## src/rtl/plc_cnt_pkg.sv

```systemverilog
package plc_cnt_pkg;

    // Mode codes; code 3 is an alias of the up/down behaviour.
    typedef enum logic [1:0] {
        MODE_UP     = 2'd0,
        MODE_DOWN   = 2'd1,
        MODE_UPDN   = 2'd2,
        MODE_UPDN_X = 2'd3
    } cnt_mode_e;

    // One operation chosen per scan tick.
    typedef enum logic [2:0] {
        OP_HOLD  = 3'd0,
        OP_CLEAR = 3'd1,
        OP_LOAD  = 3'd2,
        OP_INC   = 3'd3,
        OP_DEC   = 3'd4
    } cnt_op_e;

    localparam int unsigned RUNG_UP   = 0;
    localparam int unsigned RUNG_DOWN = 1;
    localparam int unsigned NUM_RUNGS = 2;

endpackage

```

## src/rtl/plc_cnt_edge.sv

```systemverilog
module plc_cnt_edge #(
    parameter int unsigned N = 2
) (
    input  logic         clk,
    input  logic         rst_n,
    input  logic         scan_en,
    input  logic [N-1:0] rung_i,
    output logic [N-1:0] rise_o
);

    logic [N-1:0] prior_q;

    for (genvar g = 0; g < N; g++) begin : g_rung
        always_ff @(posedge clk or negedge rst_n) begin
            if (!rst_n) begin
                prior_q[g] <= 1'b0;
            end else if (scan_en) begin
                prior_q[g] <= rung_i[g];
            end
        end

        assign rise_o[g] = scan_en & rung_i[g] & ~prior_q[g];

        // an edge pulse cannot repeat on the next cycle while the rung is held
        p_single_pulse_r2: assert property (@(posedge clk) disable iff (!rst_n)
            rise_o[g] |=> !rise_o[g]);
    end

endmodule

```

## src/rtl/plc_cnt_decode.sv

```systemverilog
module plc_cnt_decode
    import plc_cnt_pkg::*;
(
    input  logic      scan_en,
    input  cnt_mode_e mode,
    input  logic      rise_up,
    input  logic      rise_dn,
    input  logic      clr,
    input  logic      ld,
    output cnt_op_e   op
);

    always_comb begin
        op = OP_HOLD;
        if (scan_en) begin
            unique case (mode)
                MODE_UP: begin
                    if (clr)          op = OP_CLEAR;
                    else if (rise_up) op = OP_INC;
                end
                MODE_DOWN: begin
                    if (ld)           op = OP_LOAD;
                    else if (rise_dn) op = OP_DEC;
                end
                MODE_UPDN, MODE_UPDN_X: begin
                    if (clr)                      op = OP_CLEAR;
                    else if (rise_up && !rise_dn) op = OP_INC;
                    else if (rise_dn && !rise_up) op = OP_DEC;
                end
                default: op = OP_HOLD;
            endcase
        end
    end

endmodule

```

## src/rtl/plc_cnt_core.sv

```systemverilog
module plc_cnt_core
    import plc_cnt_pkg::*;
#(
    parameter int unsigned CNT_W = 16
) (
    input  logic                    clk,
    input  logic                    rst_n,
    input  cnt_op_e                 op,
    input  logic signed [CNT_W-1:0] preset,
    output logic signed [CNT_W-1:0] count
);

    localparam logic signed [CNT_W-1:0] CNT_MAX = {1'b0, {(CNT_W-1){1'b1}}};
    localparam logic signed [CNT_W-1:0] CNT_MIN = {1'b1, {(CNT_W-1){1'b0}}};
    localparam logic signed [CNT_W-1:0] CNT_ONE = {{(CNT_W-1){1'b0}}, 1'b1};

    logic signed [CNT_W-1:0] count_q;
    logic signed [CNT_W-1:0] count_d;

    always_comb begin
        count_d = count_q;
        unique case (op)
            OP_HOLD:  count_d = count_q;
            OP_CLEAR: count_d = '0;
            OP_LOAD:  count_d = preset;
            OP_INC:   count_d = (count_q == CNT_MAX) ? count_q : count_q + CNT_ONE;
            OP_DEC:   count_d = (count_q == CNT_MIN) ? count_q : count_q - CNT_ONE;
            default:  count_d = count_q;
        endcase
    end

    always_ff @(posedge clk or negedge rst_n) begin
        if (!rst_n) count_q <= '0;
        else        count_q <= count_d;
    end

    assign count = count_q;

    // the top limit never wraps to the bottom one, nor the reverse
    p_no_wrap_top_r10: assert property (@(posedge clk) disable iff (!rst_n)
        (count_q == CNT_MAX && op != OP_LOAD && op != OP_CLEAR) |=> count_q != CNT_MIN);
    p_no_wrap_bot_r10: assert property (@(posedge clk) disable iff (!rst_n)
        (count_q == CNT_MIN && op != OP_LOAD && op != OP_CLEAR) |=> count_q != CNT_MAX);

endmodule

```

## src/rtl/plc_cnt_done.sv

```systemverilog
module plc_cnt_done
    import plc_cnt_pkg::*;
#(
    parameter int unsigned CNT_W = 16
) (
    input  cnt_mode_e               mode,
    input  logic signed [CNT_W-1:0] count,
    input  logic signed [CNT_W-1:0] preset,
    output logic                    done
);

    always_comb begin
        done = 1'b0;
        unique case (mode)
            MODE_UP:                done = (count == preset);
            MODE_DOWN:              done = (count == '0);
            MODE_UPDN, MODE_UPDN_X: done = (count >= preset);
            default:                done = 1'b0;
        endcase
    end

endmodule

```

## src/rtl/plc_counter.sv

```systemverilog
module plc_counter
    import plc_cnt_pkg::*;
#(
    parameter int unsigned CNT_W = 16
) (
    input  logic                    clk,
    input  logic                    rst_n,
    input  logic                    scan_en,
    input  logic [1:0]              mode_i,
    input  logic                    cu_i,
    input  logic                    cd_i,
    input  logic                    clr_i,
    input  logic                    ld_i,
    input  logic signed [CNT_W-1:0] preset_i,
    output logic signed [CNT_W-1:0] count_o,
    output logic                    done_o
);

    localparam logic signed [CNT_W-1:0] STEP = {{(CNT_W-1){1'b0}}, 1'b1};

    cnt_mode_e              mode;
    logic [NUM_RUNGS-1:0]   rungs;
    logic [NUM_RUNGS-1:0]   rises;
    cnt_op_e                op;
    logic signed [CNT_W-1:0] count;

    assign mode             = cnt_mode_e'(mode_i);
    assign rungs[RUNG_UP]   = cu_i;
    assign rungs[RUNG_DOWN] = cd_i;

    plc_cnt_edge #(.N(NUM_RUNGS)) u_edge (
        .clk     (clk),
        .rst_n   (rst_n),
        .scan_en (scan_en),
        .rung_i  (rungs),
        .rise_o  (rises)
    );

    plc_cnt_decode u_decode (
        .scan_en (scan_en),
        .mode    (mode),
        .rise_up (rises[RUNG_UP]),
        .rise_dn (rises[RUNG_DOWN]),
        .clr     (clr_i),
        .ld      (ld_i),
        .op      (op)
    );

    plc_cnt_core #(.CNT_W(CNT_W)) u_core (
        .clk    (clk),
        .rst_n  (rst_n),
        .op     (op),
        .preset (preset_i),
        .count  (count)
    );

    plc_cnt_done #(.CNT_W(CNT_W)) u_done (
        .mode   (mode),
        .count  (count),
        .preset (preset_i),
        .done   (done_o)
    );

    assign count_o = count;

    // no scan tick, no change
    p_hold_without_scan_r3: assert property (@(posedge clk) disable iff (!rst_n)
        !scan_en |=> $stable(count_o));

    // clear outside down mode yields zero
    p_clear_zero_r8: assert property (@(posedge clk) disable iff (!rst_n)
        (scan_en && clr_i && mode_i != 2'd1) |=> count_o == '0);

    // load in down mode yields the preset
    p_load_preset_r6: assert property (@(posedge clk) disable iff (!rst_n)
        (scan_en && ld_i && mode_i == 2'd1) |=> count_o == $past(preset_i));

    // without clear or load a tick moves the count by at most one
    p_single_step_r2: assert property (@(posedge clk) disable iff (!rst_n)
        (scan_en && !clr_i && !ld_i) |=>
            (count_o == $past(count_o) || count_o == $past(count_o) + STEP
             || count_o == $past(count_o) - STEP));

endmodule

```

## config.mk

```make
export PLATFORM = sky130hd
export DESIGN_NAME = plc_counter
export DESIGN_NICKNAME = d
export VERILOG_FILES = /design/src/rtl/plc_cnt_pkg.sv /design/src/rtl/plc_cnt_edge.sv /design/src/rtl/plc_cnt_decode.sv /design/src/rtl/plc_cnt_core.sv /design/src/rtl/plc_cnt_done.sv /design/src/rtl/plc_counter.sv
export SDC_FILE = /design/constraint.sdc
export NUM_CORES = 1
export LEC_CHECK = 0
export BUFFER_PORTS_ARGS = -buffer_cell sky130_fd_sc_hd__buf_4
export CAP_MARGIN = 20
export CORE_MARGIN = 2
export CORE_UTILIZATION = 50
export CTS_BUF_LIST = sky130_fd_sc_hd__clkbuf_8
export DETAILED_ROUTE_END_ITERATION = 6
export PLACE_DENSITY = 0.76
export SYNTH_ARGS = -nofsm -noshare
export SYNTH_HDL_FRONTEND = slang
export SYNTH_SLANG_ARGS = --single-unit
```

## constraint.sdc

```tcl
create_clock -name clk -period 4.9 [get_ports clk]
set_clock_uncertainty 0.1 [all_clocks]
set_input_delay 0.49 -clock clk [delete_from_list [all_inputs] [get_ports clk]]
set_output_delay 0.49 -clock clk [all_outputs]
set_load 0.1 [all_outputs]
```

# After elaboration in Yosys (flattened, before gate mapping)
# Index checks and enable logic that the tools add are counted.
# W data, S select, Z words.
# totals
ff_bits,18
in_bits,25
output_inout_bits,17
word_cells,46
# classes
n_addsub,2
n_lt_le_gt_ge,1
n_eq_ne,12
n_mux,13
n_bitwise,6
n_reduce_logical,9
# ops
operator,count
$pmux W16 S4,1
$eq A16 B16 Y1 const B,2
$mux W16,2
$mux W3,7
$add A16 B2 Y16 const B,1
$eq A16 B16 Y1,1
$ge A16 B16 Y1,1
$logic_not A16 Y1,1
$sub A16 B2 Y16 const B,1
$pmux W3 S3,1
$eq A3 B2 Y1 const B,2
$and A1 B1 Y1,4
$eq A2 B2 Y1 const B,2
$ne A2 B2 Y1 const B,2
$reduce_bool A4 Y1,1
$eq A3 B1 Y1 const B,1
$eq A3 B3 Y1 const B,1
$pmux W1 S3,1
$reduce_and A3 Y1,1
$eq A2 B1 Y1 const B,1
$logic_and A1 B1 Y1,2
$logic_not A1 Y1,2
$logic_not A2 Y1,1
$mux W2,1
other kinds (2),3

# Depth between registers and ports, before layout
# Gate-level depths: netlist (run 1).
# depth
ltp_word,12
ltp_mapped,13
depth_no_buf,12

# Modules after synthesis
# A second synthesis (run 1) with hierarchy kept.
# hier_totals
cells_unflattened,286
area_unflattened_um2,2336.0
# by_module_without_submodules
mod,instances,cells_each,area_each_um2,seq_area_each_um2
plc_cnt_core,1,202,1664.1,400.4
plc_cnt_done,1,67,496.7,0.0
plc_cnt_edge,1,6,92.6,50.0
plc_cnt_decode,1,11,82.6,0.0

# Least setup slack after synthesis (run 1)
# Ideal clock, no wire load.
# synth_path
kind,register to output
startpoint,"register u_core.count_q[1], in the netlist u_core.count[1]"
endpoint,output done_o
arrival_time_ns,4.424
required_time_ns,4.310
path_slack_ns,-0.114
path_stages_with_launch,9
n_path_buf,0
path_cell_list,dfrtp_1 > ha_1 > nor2b_1 > o21ai_0 > nand2b_1 > a2111oi_0 > o41ai_1 > mux2i_1 > o21ai_0
# synth_via
elab_chain_cells,2
word_cells_on_any_way,4
classes_between,order compare: 1; eq/ne: 1; mux: 1; reduce/logical: 1
# synth_lines
element,line_no,source
from (decl),plc_cnt_core.sv:17,logic signed [CNT_W-1:0] count_q;
from (signal assigned),plc_cnt_core.sv:34,else count_q <= count_d;
$ge A16 B16 Y1 (tied with other cells),plc_cnt_done.sv:17,"MODE_UPDN, MODE_UPDN_X: done = (count >= preset);"
$pmux W1 S3 *,plc_cnt_done.sv:14,unique case (mode)
to (decl),plc_counter.sv:16,output logic done_o
# Every way passes the cells marked *; elsewhere a longest branch is shown, timed or not.

# Final worst setup path (run 1)
# layout_path
startpoint,input mode_i[1]
endpoint,"register u_core.count_q[13], in the netlist u_core.count[13]"
# layout_via
elab_chain_cells,7
word_cells_on_any_way,16
classes_between,eq/ne: 9; mux: 3; reduce/logical: 4
# layout_lines
element,line_no,source
from (decl),plc_counter.sv:9,"input logic [1:0] mode_i,"
$eq A2 B2 Y1,plc_cnt_decode.sv:16,unique case (mode)
$reduce_or A2 Y1,plc_cnt_decode.sv:16,
$pmux W3 S3 *,plc_cnt_decode.sv:16,
$mux W3 *,plc_cnt_decode.sv:15,if (scan_en) begin
$eq A3 B3 Y1 (tied with other cells),plc_cnt_core.sv:22,unique case (op)
$ne A2 B2 Y1 (no source line) or $reduce_bool A4 Y1 (tied branches),-,
$reduce_and A3 Y1 (no source line),-,
# Marked as above.
# A chain may end at the register's enable or synchronous reset.

==> results.tsv, run 1 <==
stage	metric	value	unit
route	dr.first_iter.drc_count	123	
cells_and_area	fin_cells	371	
logic_synthesis	synth_area_leaders	dfrtp_1 20%, ha_1 17%, a21oi_1 6.2%	
timing	relSlewSlack	42.3	%
route	postRouteAntennaNets	0	
route	vias_per_cell	5.99	
global_routing	overflow	0	
clocking	clk_latency	0.26	ns
logic_synthesis	synth_edf_count	0	
cells_and_area	multi_input_area	1660	um2
global_routing	grt_max_degree	28	
floorplan	initial_core_util	51.9	%
logic_synthesis	syn_avg_cell_area	8.07	um2
timing	max_freq	0.292	GHz
setup_path	critPathArrivalTime	3.47	ns
logic_synthesis	synth_area	2260	um2
floorplan	rows	24	
floorplan	die_height	71.2	um
cells_and_area	regArea	450	um2
place	gp_congestion	0.873	
setup_path	critPathKind	input pin to flop	
cells_and_area	area_delta_synth_final	16.4	%
route	drc	0	
setup_path	cp.buffers_inverters	2	
floorplan	dieArea	5080	um2
route	wirelength	5830	um
setup_path	crit_slowest_cell	or3b_4	
outcome	status	finished, final reports clean	
hold_path	hold_class	input pin to asynchronous set/reset pin	
setup_path	critPathMaxStageDelay	0.41	ns
logic_synthesis	syn_inst	280	
place	port_buffers	41	
cells_and_area	insertedDiodeCount	0	
logic_synthesis	yosysTopAreaCellShare	19.9	%
logic_synthesis	synth.largest_area_cell	dfrtp_1	
logic_synthesis	ys_seq_area_share	19.9	%
cells_and_area	final_common_cell	buf_4	
cells_and_area	final_nets	377	
setup_path	cp_top_family	compound AO/OA/AOI/OAI gates	
clocking	cts_hold_buffers	0	
setup_path	critPathMaxFanout	15	
route	avgRoutedWirePerCell	15.7	um
floorplan	core_area	4350	um2
timing	worst_pin_slew	0.866	ns
place	hpwl	4480	um
place	dp_worst_setup_slack	1.27	ns
power	p_leak	1.30	nW
logic_synthesis	synth_fp_nets	336	
timing	hold_violations	0	
logic_synthesis	synth_ff_type	dfrtp_1	
route	num_vias	2222	
power	power_density	291	nW/um2
setup_path	cpMostUsedCell	nand2_1	
timing	post-route-min-period	3.43	ns
logic_synthesis	synth_seq_cells	18	
setup_path	critPathLaunchType	input pin	
timing	rsz0062_at_grt	no	
clocking	cts_root_buf	clkbuf_8	
logic_synthesis	yosys_warnings	0	
global_routing	grt_antenna_before_repair	0	
clocking	cts-buffers-inserted	3	
setup_path	crit_path_cell_trace	buf_4 -> or3b_4 -> o31ai_4 -> nand2_4 -> inv_1 -> ha_1 -> nand2_1 -> o211ai_1 -> nand2_1 -> o32ai_1 -> mux2_2 -> o21ai_0 -> a21oi_1	
clocking	postCtsSetupBuffers	0	
clocking	cts_max_level	1	
cells_and_area	layout_common_cells	42 x buf_4, 30 x ha_1, 28 x a21oi_1	
cells_and_area	fillers	420	
timing	setup_ws	1.47	ns
place	dp.cells	368	
timing	post-route-period-util	69.9	%
cells_and_area	drive_gt1_share	18.8	%
timing	hold-worst-slack	0.000969	ns
clocking	cts_tree	done	
floorplan	die_w	71.2	um
logic_synthesis	synth.distinct_cells	55	
job	maxCapViolations	0	
clocking	cts-resized-gates	0	
global_routing	grt_pass1_wl	9920	um
global_routing	track_usage	23.9	%
global_routing	first_global_vias	2202	
route	dr.pass1.iters	4	
logic_synthesis	postSynth.asyncResetShare	100	%
clocking	clock_sink_count	18	
timing	drv_slew	0	
timing	setup_tns	0	ns
power	peakVddDrop	0.194	mV
setup_path	end_kind	flop	
clocking	cts_buffer_depth	2	
floorplan	ios	42	
timing	setup_viol	0	
setup_path	required	4.95	ns
clocking	clk_pin_slew_worst_paths	0.08	ns
==> cell type report <==
cell class,count,area share [%]
multi-input cells,230,63.2
inverters,26,3.71
repair buffers,42,12.0
clock buffers,3,1.57
flip-flops and latches,18,17.1
well taps,52,2.47
==> sequential cells by signal (all words and copies together), names as in the netlist <==
signal and count:
u_core.count 16, u_edge.prior_q 2
==> power by group <==
group,total [mW],switching [mW],leakage (nW),internal [mW]
Sequential,0.212,0.0419,0.231,0.170
Clock,0.111,0.0561,0.0216,0.0548
Combinational,0.444,0.307,1.05,0.138
Total,0.767,0.405,1.30,0.362
==> cell families after synthesis <==
group	count (synthesis)	synth area share [%]
adder cells (fa/ha/maj)	31	17.5
AO/OA/AOI/OAI	90	26.0
AND/OR/NAND/NOR	95	23.6
XOR/XNOR	5	1.94
buffers and inverters	32	6.53
flip-flops	18	19.9
multiplexers	9	4.48
==> final timing paths <==
check,slack [ns],cells after the start,to,start
max,1.47,13,u_core.count[13],mode_i[1]
min,0.001,1,u_edge.prior_q[0],rst_n
max reg2reg,1.54,12,u_core.count[13],u_edge.prior_q[0]
min reg2reg,0.43,1,u_edge.prior_q[0],u_edge.prior_q[0]
max in group asynchronous,4.48,1,u_core.count[6],rst_n
min in group clk,0.37,2,u_edge.prior_q[0],cu_i
==> per-layer routing <==
metal | vias to the layer above | part of all wire [%] | GRT usage (%)
met2 | 52 | 48 | 40.5
met4 | 0 | 1.1 | 8.39
met5 | - | 0 | 0
li1 | 1118 | - | -
met1 | 1046 | 46 | 32.2
met3 | 6 | 5.0 | 1.83
==> Yosys cell counts, types with 3 or more instances <==
cell and count:
a31oi_1 3, nand2b_1 10, and3b_1 3, xnor2_1 4
o211ai_1 3, mux2_2 5, o21a_1 6, o21ai_1 8
buf_6 3, a22oi_1 7, dfrtp_1 18, nor2b_1 9
a21o_1 7, o21ai_0 13, nor2_1 17, nand4_1 8
nand3_1 5, nor3_1 4, a21oi_1 28, ha_1 30
and3_1 3, mux2i_1 3, inv_1 26, nand2_1 18
nor4_1 4
==> stage by stage <==
stage	util (%)	total power, mW	cell area, um2
after CTS	60.5	0.770	2630
after detailed placement	59.5	0.656	2590
final	60.5	0.767	2630
after global placement	59.5	0.649	2590
after global routing	60.5	0.816	2630
after floorplan	-	0.549	2260
Power figures use the tool's default switching activity.
==> inputs of run 2 (changes only) <==
- ABC_AREA: not set -> 1
- PLACE_DENSITY: 0.76 -> 0.77
- clock period: 4.9 -> 2.84 ns (I/O delays scaled with it)
==> run 2 against run 1 <==
Against the previous run: power increased by 67%; sequential share of layout area down 3.7 points; clock power rose by 110%; via count rose by 35%; synthesized cell count is 68% higher; cell count grew 59%; combinational power is 60% higher; clock-buffer cell count increased by 1.
==> results.tsv, run 2 <==
stage	metric	value	unit
logic_synthesis	postSynth.asyncResetShare	100	%
setup_path	r2r-end	u_core.count[15]	
timing	setup_viol	0	
global_routing	grt_antenna_before_repair	0	
setup_path	cp-endpoint	u_core.count[15]	
logic_synthesis	synth.largest_area_cell	nand2_1	
place	port_buffers	41	
logic_synthesis	syn_inst	471	
route	dr.pass1.iters	5	
cells_and_area	regArea	452	um2
global_routing	track_usage	25.6	%
cells_and_area	area_delta_synth_final	24.3	%
route	vias_per_cell	5.07	
power	p_comb_share	55.5	%
global_routing	first_global_vias	2639	
timing	setup_ws	0.152	ns
global_routing	grt_util_met2	39.1	%
place	place_area	3090	um2
hold_path	hold_class	input pin to flop	
cells_and_area	fillers	481	
place	dp_worst_setup_slack	0.0172	ns
clocking	cts_buffer_depth	2	
logic_synthesis	synth.distinct_cells	31	
power	p_leak	1.96	nW
clocking	cts_max_level	1	
setup_path	end_kind	flop	
cells_and_area	final_area	3360	um2
floorplan	ios	42	
logic_synthesis	synth_ff_type	dfrtp_1	
clocking	cts_root_buf	clkbuf_8	
logic_synthesis	yosys_warnings	0	
logic_synthesis	yosysMostFrequentCell	nand2_1	
route	postRouteAntennaNets	0	
cells_and_area	multi_input_area	2070	um2
cells_and_area	final_nets	577	
global_routing	use_met3	1.74	%
route	drc	0	
cells_and_area	drive_gt1_share	17.5	%
logic_synthesis	synth_seq_cells	18	
floorplan	die_w	77.5	um
power	power_density	382	nW/um2
clocking	clk_latency	0.27	ns
clocking	clock_sink_count	18	
hold_path	min_path_cells	3	
logic_synthesis	synth_fp_nets	527	
route	wirelength	7710	um
timing	post-route-period-util	94.6	%
logic_synthesis	synth_area	2700	um2
logic_synthesis	ys_seq_area_share	16.7	%
logic_synthesis	syn_avg_cell_area	5.74	um2
power	p_seq_share	26.5	%
floorplan	rows	26	
timing	relSlewSlack	72.4	%
floorplan	initial_core_util	52.2	%
timing	worst_pin_slew	0.412	ns
clocking	cts_tree	done	
outcome	status	finished, final reports clean	
power	intPower	0.627	mW
timing	hold_violations	0	
timing	drv_slew	0	
floorplan	core_area	5170	um2
route	avgRoutedWirePerCell	13.1	um
setup_path	crit_slowest_cell	dfrtp_1	
setup_path	crit_path_cell_trace	inv_1 -> nand3_1 -> nand3_1 -> nand2_1 -> nand2_2 -> clkinvlp_4 -> clkbuf_4 -> buf_4 -> ha_4 -> nand2_1 -> nor2_1 -> and2_1 -> nand2_1 -> nand2_1 -> nand2_1 -> nand2_1 -> nor2_1 -> nor2_1 -> nor2_1	
setup_path	reg2reg_depth	19	
setup_path	critPathMaxFanout	7	
setup_path	critPathMaxStageDelay	0.41	ns
power	peakVddDrop	0.262	mV
timing	max_freq	0.372	GHz
setup_path	cpMostUsedCell	nand2_1	
setup_path	crit_start	u_edge.prior_q[0]	
setup_path	r2r_start	u_edge.prior_q[0]	
logic_synthesis	synth_area_leaders	nand2_1 29%, dfrtp_1 17%, ha_1 14%	
global_routing	grt_pass1_wl	12400	um
setup_path	r2r_slack	0.15	ns
global_routing	overflow	0	
cells_and_area	insertedDiodeCount	0	
clocking	clk_pin_slew_worst_paths	0.08	ns
setup_path	critPathKind	flop to flop	
logic_synthesis	yosysTopAreaCellShare	28.9	%
route	dr.first_iter.drc_count	231	
power	netSwitchingFraction	51.1	%
place	hpwl	5930	um
global_routing	grt_max_degree	19	
logic_synthesis	synth_common_cells	208 x nand2_1, 77 x inv_1, 37 x nor2_1, 34 x nand3_1, 30 x ha_1	
floorplan	dieArea	6010	um2
clocking	cts-buffers-inserted	3	
power	clock_power_share	18.0	%
route	num_vias	2991	
setup_path	required	2.90	ns
setup_path	critPathLaunchType	flop	
power	switchingPower	0.656	mW
setup_path	critPathArrivalTime	2.75	ns
timing	post-route-min-period	2.69	ns
global_routing	grt_use_met1	37.8	%
timing	rsz0062_at_grt	yes	
floorplan	die_height	77.5	um
job	maxCapViolations	0	
global_routing	busiest_layer	met2	
cells_and_area	largest_register_ffs	16	
cells_and_area	layout_common_cells	206 x nand2_1, 76 x inv_1, 48 x buf_4	
cells_and_area	final_common_cell	nand2_1	
logic_synthesis	synth_edf_count	0	
place	gp_congestion	0.942	
run 2: changes by cell type in the layout (fill, tap and decap cells not counted), moves of 6 or more:
cell      delta
nand2_1    +188
inv_1       +50
nand3_1     +29
nor2_1      +18
a21oi_1     -14
ha_1        -12
ha_4        +12
nand2b_1    -10
nor2b_1      -9
o21ai_1      -9
a21o_1       -7
a22oi_1      -7
o21ai_0      -7
buf_4        +6
run 2: timing repair:
| item | CTS | global route |
|---|---|---|
| hold endpoints to repair | 18 | 0 |
| gates resized for setup | 0 | 25 |
| setup buffers | 0 | 3 |
| endpoints found under the setup margin | 0 | 12 |
| hold buffers | 1 | 0 |
run 2: power groups by stage:
stage	Clock [mW]	Combinational, mW	Sequential, mW
floorplan	0	0.317	0.511
global placement	0	0.660	0.337
detailed placement	0	0.668	0.337
CTS	0.234	0.673	0.332
global route	0.237	0.777	0.345
finish	0.232	0.712	0.340
run 2: layer usage:
| layer | share of wire, % | wire length, um |
|---|---|---|
| met1 | 48 | 3670 |
| met2 | 45 | 3460 |
| met3 | 5.6 | 433 |
| met4 | 1.9 | 148 |
| met5 | 0 | 0 |
run 2: worst min-delay path by stage:
stage           from                end
6_report        cd_i  u_edge.prior_q[1]
2_1_floorplan  rst_n    u_core.count[0]
3_3_place_gp   rst_n    u_core.count[1]
5_1_grt         cd_i  u_edge.prior_q[1]
3_5_place_dp   rst_n    u_core.count[0]
4_1_cts         cd_i  u_edge.prior_q[1]
run 2: cells by family after synthesis:
kind of cell | share of synthesized area, %
adder cells (fa/ha/maj) | 14.6
flip-flops | 16.7
XOR/XNOR | 1.94
buffers and inverters | 13.0
AO/OA/AOI/OAI | 6.34
AND/OR/NAND/NOR | 47.4
run 2: critical path, delay by kind of cell (launching register included):
kind,cells,cell delay [ns]
DFF,1,0.41
buffers and inverters,4,0.55
adders and majority gates,1,0.29
and+or+nand+nor,14,1.21
run 2: area by class of cell:
type | count | area share, %
multi-input cells | 368 | 61.7
flip-flops and latches | 18 | 13.5
repair buffers | 51 | 11.6
inverters | 79 | 9.02
well taps | 70 | 2.61
clock buffers | 4 | 1.64
run 2: stage by stage:
| stage | instances | TNS, ns | power [mW] | hold slack, ns | util (%) |
|---|---|---|---|---|---|
| floorplan | 471 | 0 | 0.829 | -0.112 | - |
| detailed placement | 582 | 0 | 1.01 | 0.0827 | 59.8 |
| global placement | 582 | 0 | 0.997 | 0.0805 | 59.8 |
| CTS | 587 | 0 | 1.24 | 0.153 | 61.1 |
| finish | 590 | 0 | 1.28 | 0.148 | 64.9 |
| global route | 590 | -0.118 | 1.36 | 0.186 | 64.9 |
==> inputs of run 3 (changes only) <==
- PLACE_DENSITY: 0.77 -> 0.84
==> run 3 against run 2 <==
Against the previous run: maximum frequency rose by 1.0%; wire length fell by 4.3%; critical path depth decreased by 1; sequential share of layout area rose by 0.49 points; sequential power shrank 1%; cell count down 0.51%; core utilization is 2.3 points lower; critical path type unchanged; largest power group unchanged.
==> results.tsv, run 3 (same netlist as run 2, synthesis figures left out) <==
stage	metric	value	unit
outcome	status	finished, final reports clean	
timing	max_freq	0.376	GHz
hold_path	min_path_cells	3	
hold_path	hold_start	cd_i	
job	maxCapViolations	0	
setup_path	critPathKind	flop to flop	
global_routing	first_global_vias	2792	
route	avgRoutedWirePerCell	12.6	um
clocking	cts-buffers-inserted	3	
timing	drv_slew	0	
global_routing	grt_max_degree	19	
route	dr.pass1.iters	6	
route	dr.first_iter.drc_count	187	
floorplan	initial_core_util	52.2	%
cells_and_area	fillers	492	
power	fin_total_pwr	1.24	mW
timing	rsz0062_at_grt	no	
timing	setup_viol	0	
setup_path	critPathMaxFanout	15	
cells_and_area	layout_common_cells	204 x nand2_1, 76 x inv_1, 46 x buf_4	
timing	relSlewSlack	71.1	%
global_routing	overflow	0	
floorplan	die_w	77.5	um
cells_and_area	final_common_cell	nand2_1	
clocking	clock_sink_count	18	
cells_and_area	largest_register_ffs	16	
setup_path	r2r_slack	0.18	ns
cells_and_area	drive_gt1_share	16.1	%
power	power_density	384	nW/um2
setup_path	end_kind	flop	
place	hpwl	5870	um
setup_path	r2r-end	u_core.count[9]	
clocking	cts_root_buf	clkbuf_8	
power	peakVddDrop	0.278	mV
floorplan	rows	26	
power	p_leak	1.96	nW
setup_path	required	2.94	ns
cells_and_area	multi_input_area	1970	um2
route	wirelength	7380	um
cells_and_area	regArea	452	um2
timing	post-route-period-util	93.7	%
floorplan	die_height	77.5	um
hold_path	hold_end	u_edge.prior_q[1]	
timing	setup_tns	0	ns
cells_and_area	insertedDiodeCount	0	
floorplan	core_area	5170	um2
route	vias_per_cell	5.13	
cells_and_area	final_nets	574	
route	num_vias	3013	
clocking	cts_tree	done	
floorplan	dieArea	6010	um2
setup_path	critPathArrivalTime	2.76	ns
place	gp_congestion	0.920	
clocking	clk_latency	0.27	ns
place	port_buffers	41	
hold_path	hold_class	input pin to flop	
setup_path	reg2reg_depth	18	
global_routing	grt_antenna_before_repair	0	
clocking	cts_max_level	1	
global_routing	grt_pass1_wl	12400	um
global_routing	track_usage	25.3	%
timing	post-route-min-period	2.66	ns
timing	hold_violations	0	
clocking	cts_buffer_depth	2	
timing	worst_pin_slew	0.430	ns
cells_and_area	area_delta_synth_final	19.9	%
route	postRouteAntennaNets	0	
floorplan	ios	42	
clocking	clk_pin_slew_worst_paths	0.08	ns
route	drc	0	
setup_path	critPathLaunchType	flop	
setup_path	r2r_start	u_edge.prior_q[0]	
==> run 3: cell types whose count changed in the layout (fill, tap and decap cells not counted), sizes merged <==
cell / delta
buf: -2
clkbuf: -1
==> run 3: critical path, cell delays in order (launching register included) <==
cell and delay (ns):
dfrtp_1 0.42, inv_1 0.08, nand3_1 0.11, nand3_1 0.12, nand2_2 0.08, nand2_2 0.09, clkinvlp_4 0.10, buf_12 0.16
ha_1 0.36, nand2_1 0.11, nor2_1 0.23, nand3_1 0.15, nand3_1 0.11, nand2_1 0.05, nand2_1 0.08, nand2_1 0.06
nand2_1 0.08, nand2_1 0.05, nand2_1 0.06
==> run 3: cell type report <==
type                            instances  share of cell area (%)
Tap cell                               70                    2.70
Timing Repair Buffer                   48                    11.6
Clock buffer                            4                    1.70
Multi-Input combinational cell        368                    60.7
Sequential cell                        18                    13.9
Inverter                               79                    9.35
==> run 3: how the worst max path moves through the flow <==
stage	startpoint	to	slack, ns	depth (start not counted)
3_5_place_dp	scan_en	u_core.count[8]	0.05	19
6_report	u_edge.prior_q[0]	u_core.count[9]	0.18	18
5_1_grt	u_edge.prior_q[0]	u_core.count[15]	0.004	18
3_3_place_gp	mode_i[1]	u_core.count[15]	0.09	19
2_1_floorplan	u_core.count[0]	done_o	0.02	8
4_1_cts	u_edge.prior_q[0]	u_core.count[15]	0.04	18
==> run 3: timing repair <==
action,in CTS,in global routing
setup endpoints to repair,0,12
gates resized for setup,0,16
buffers inserted,0,1
hold buffers,1,0
hold endpoints to repair,18,0
==> run 3: report_power, final <==
group	leakage, nW	total, mW	internal [mW]	switching (mW)
clock network	0.0288	0.223	0.124	0.0990
logic	1.69	0.685	0.200	0.484
registers	0.238	0.336	0.284	0.0519
total	1.96	1.24	0.608	0.635
==> run 3: routing by layer <==
metal	GRT usage [%]	routed length, um	vias up
met5	0	0	-
li1	-	-	1554
met2	41.4	3380	107
met1	33.8	3380	1331
met3	2.79	432	21
met4	11.1	187	0
==> run 3: stage by stage <==
stage	hold WS [ns]	util [%]	area, um2	worst slack [ns]	std cells
after global routing	0.177	62.6	3240	0.00428	587
after global placement	0.0791	59.7	3090	0.0896	581
after CTS	0.156	60.9	3150	0.0415	586
after detailed placement	0.0797	59.7	3090	0.0523	581
final	0.155	62.6	3240	0.180	587
after floorplan	-0.112	-	2710	0.0222	471
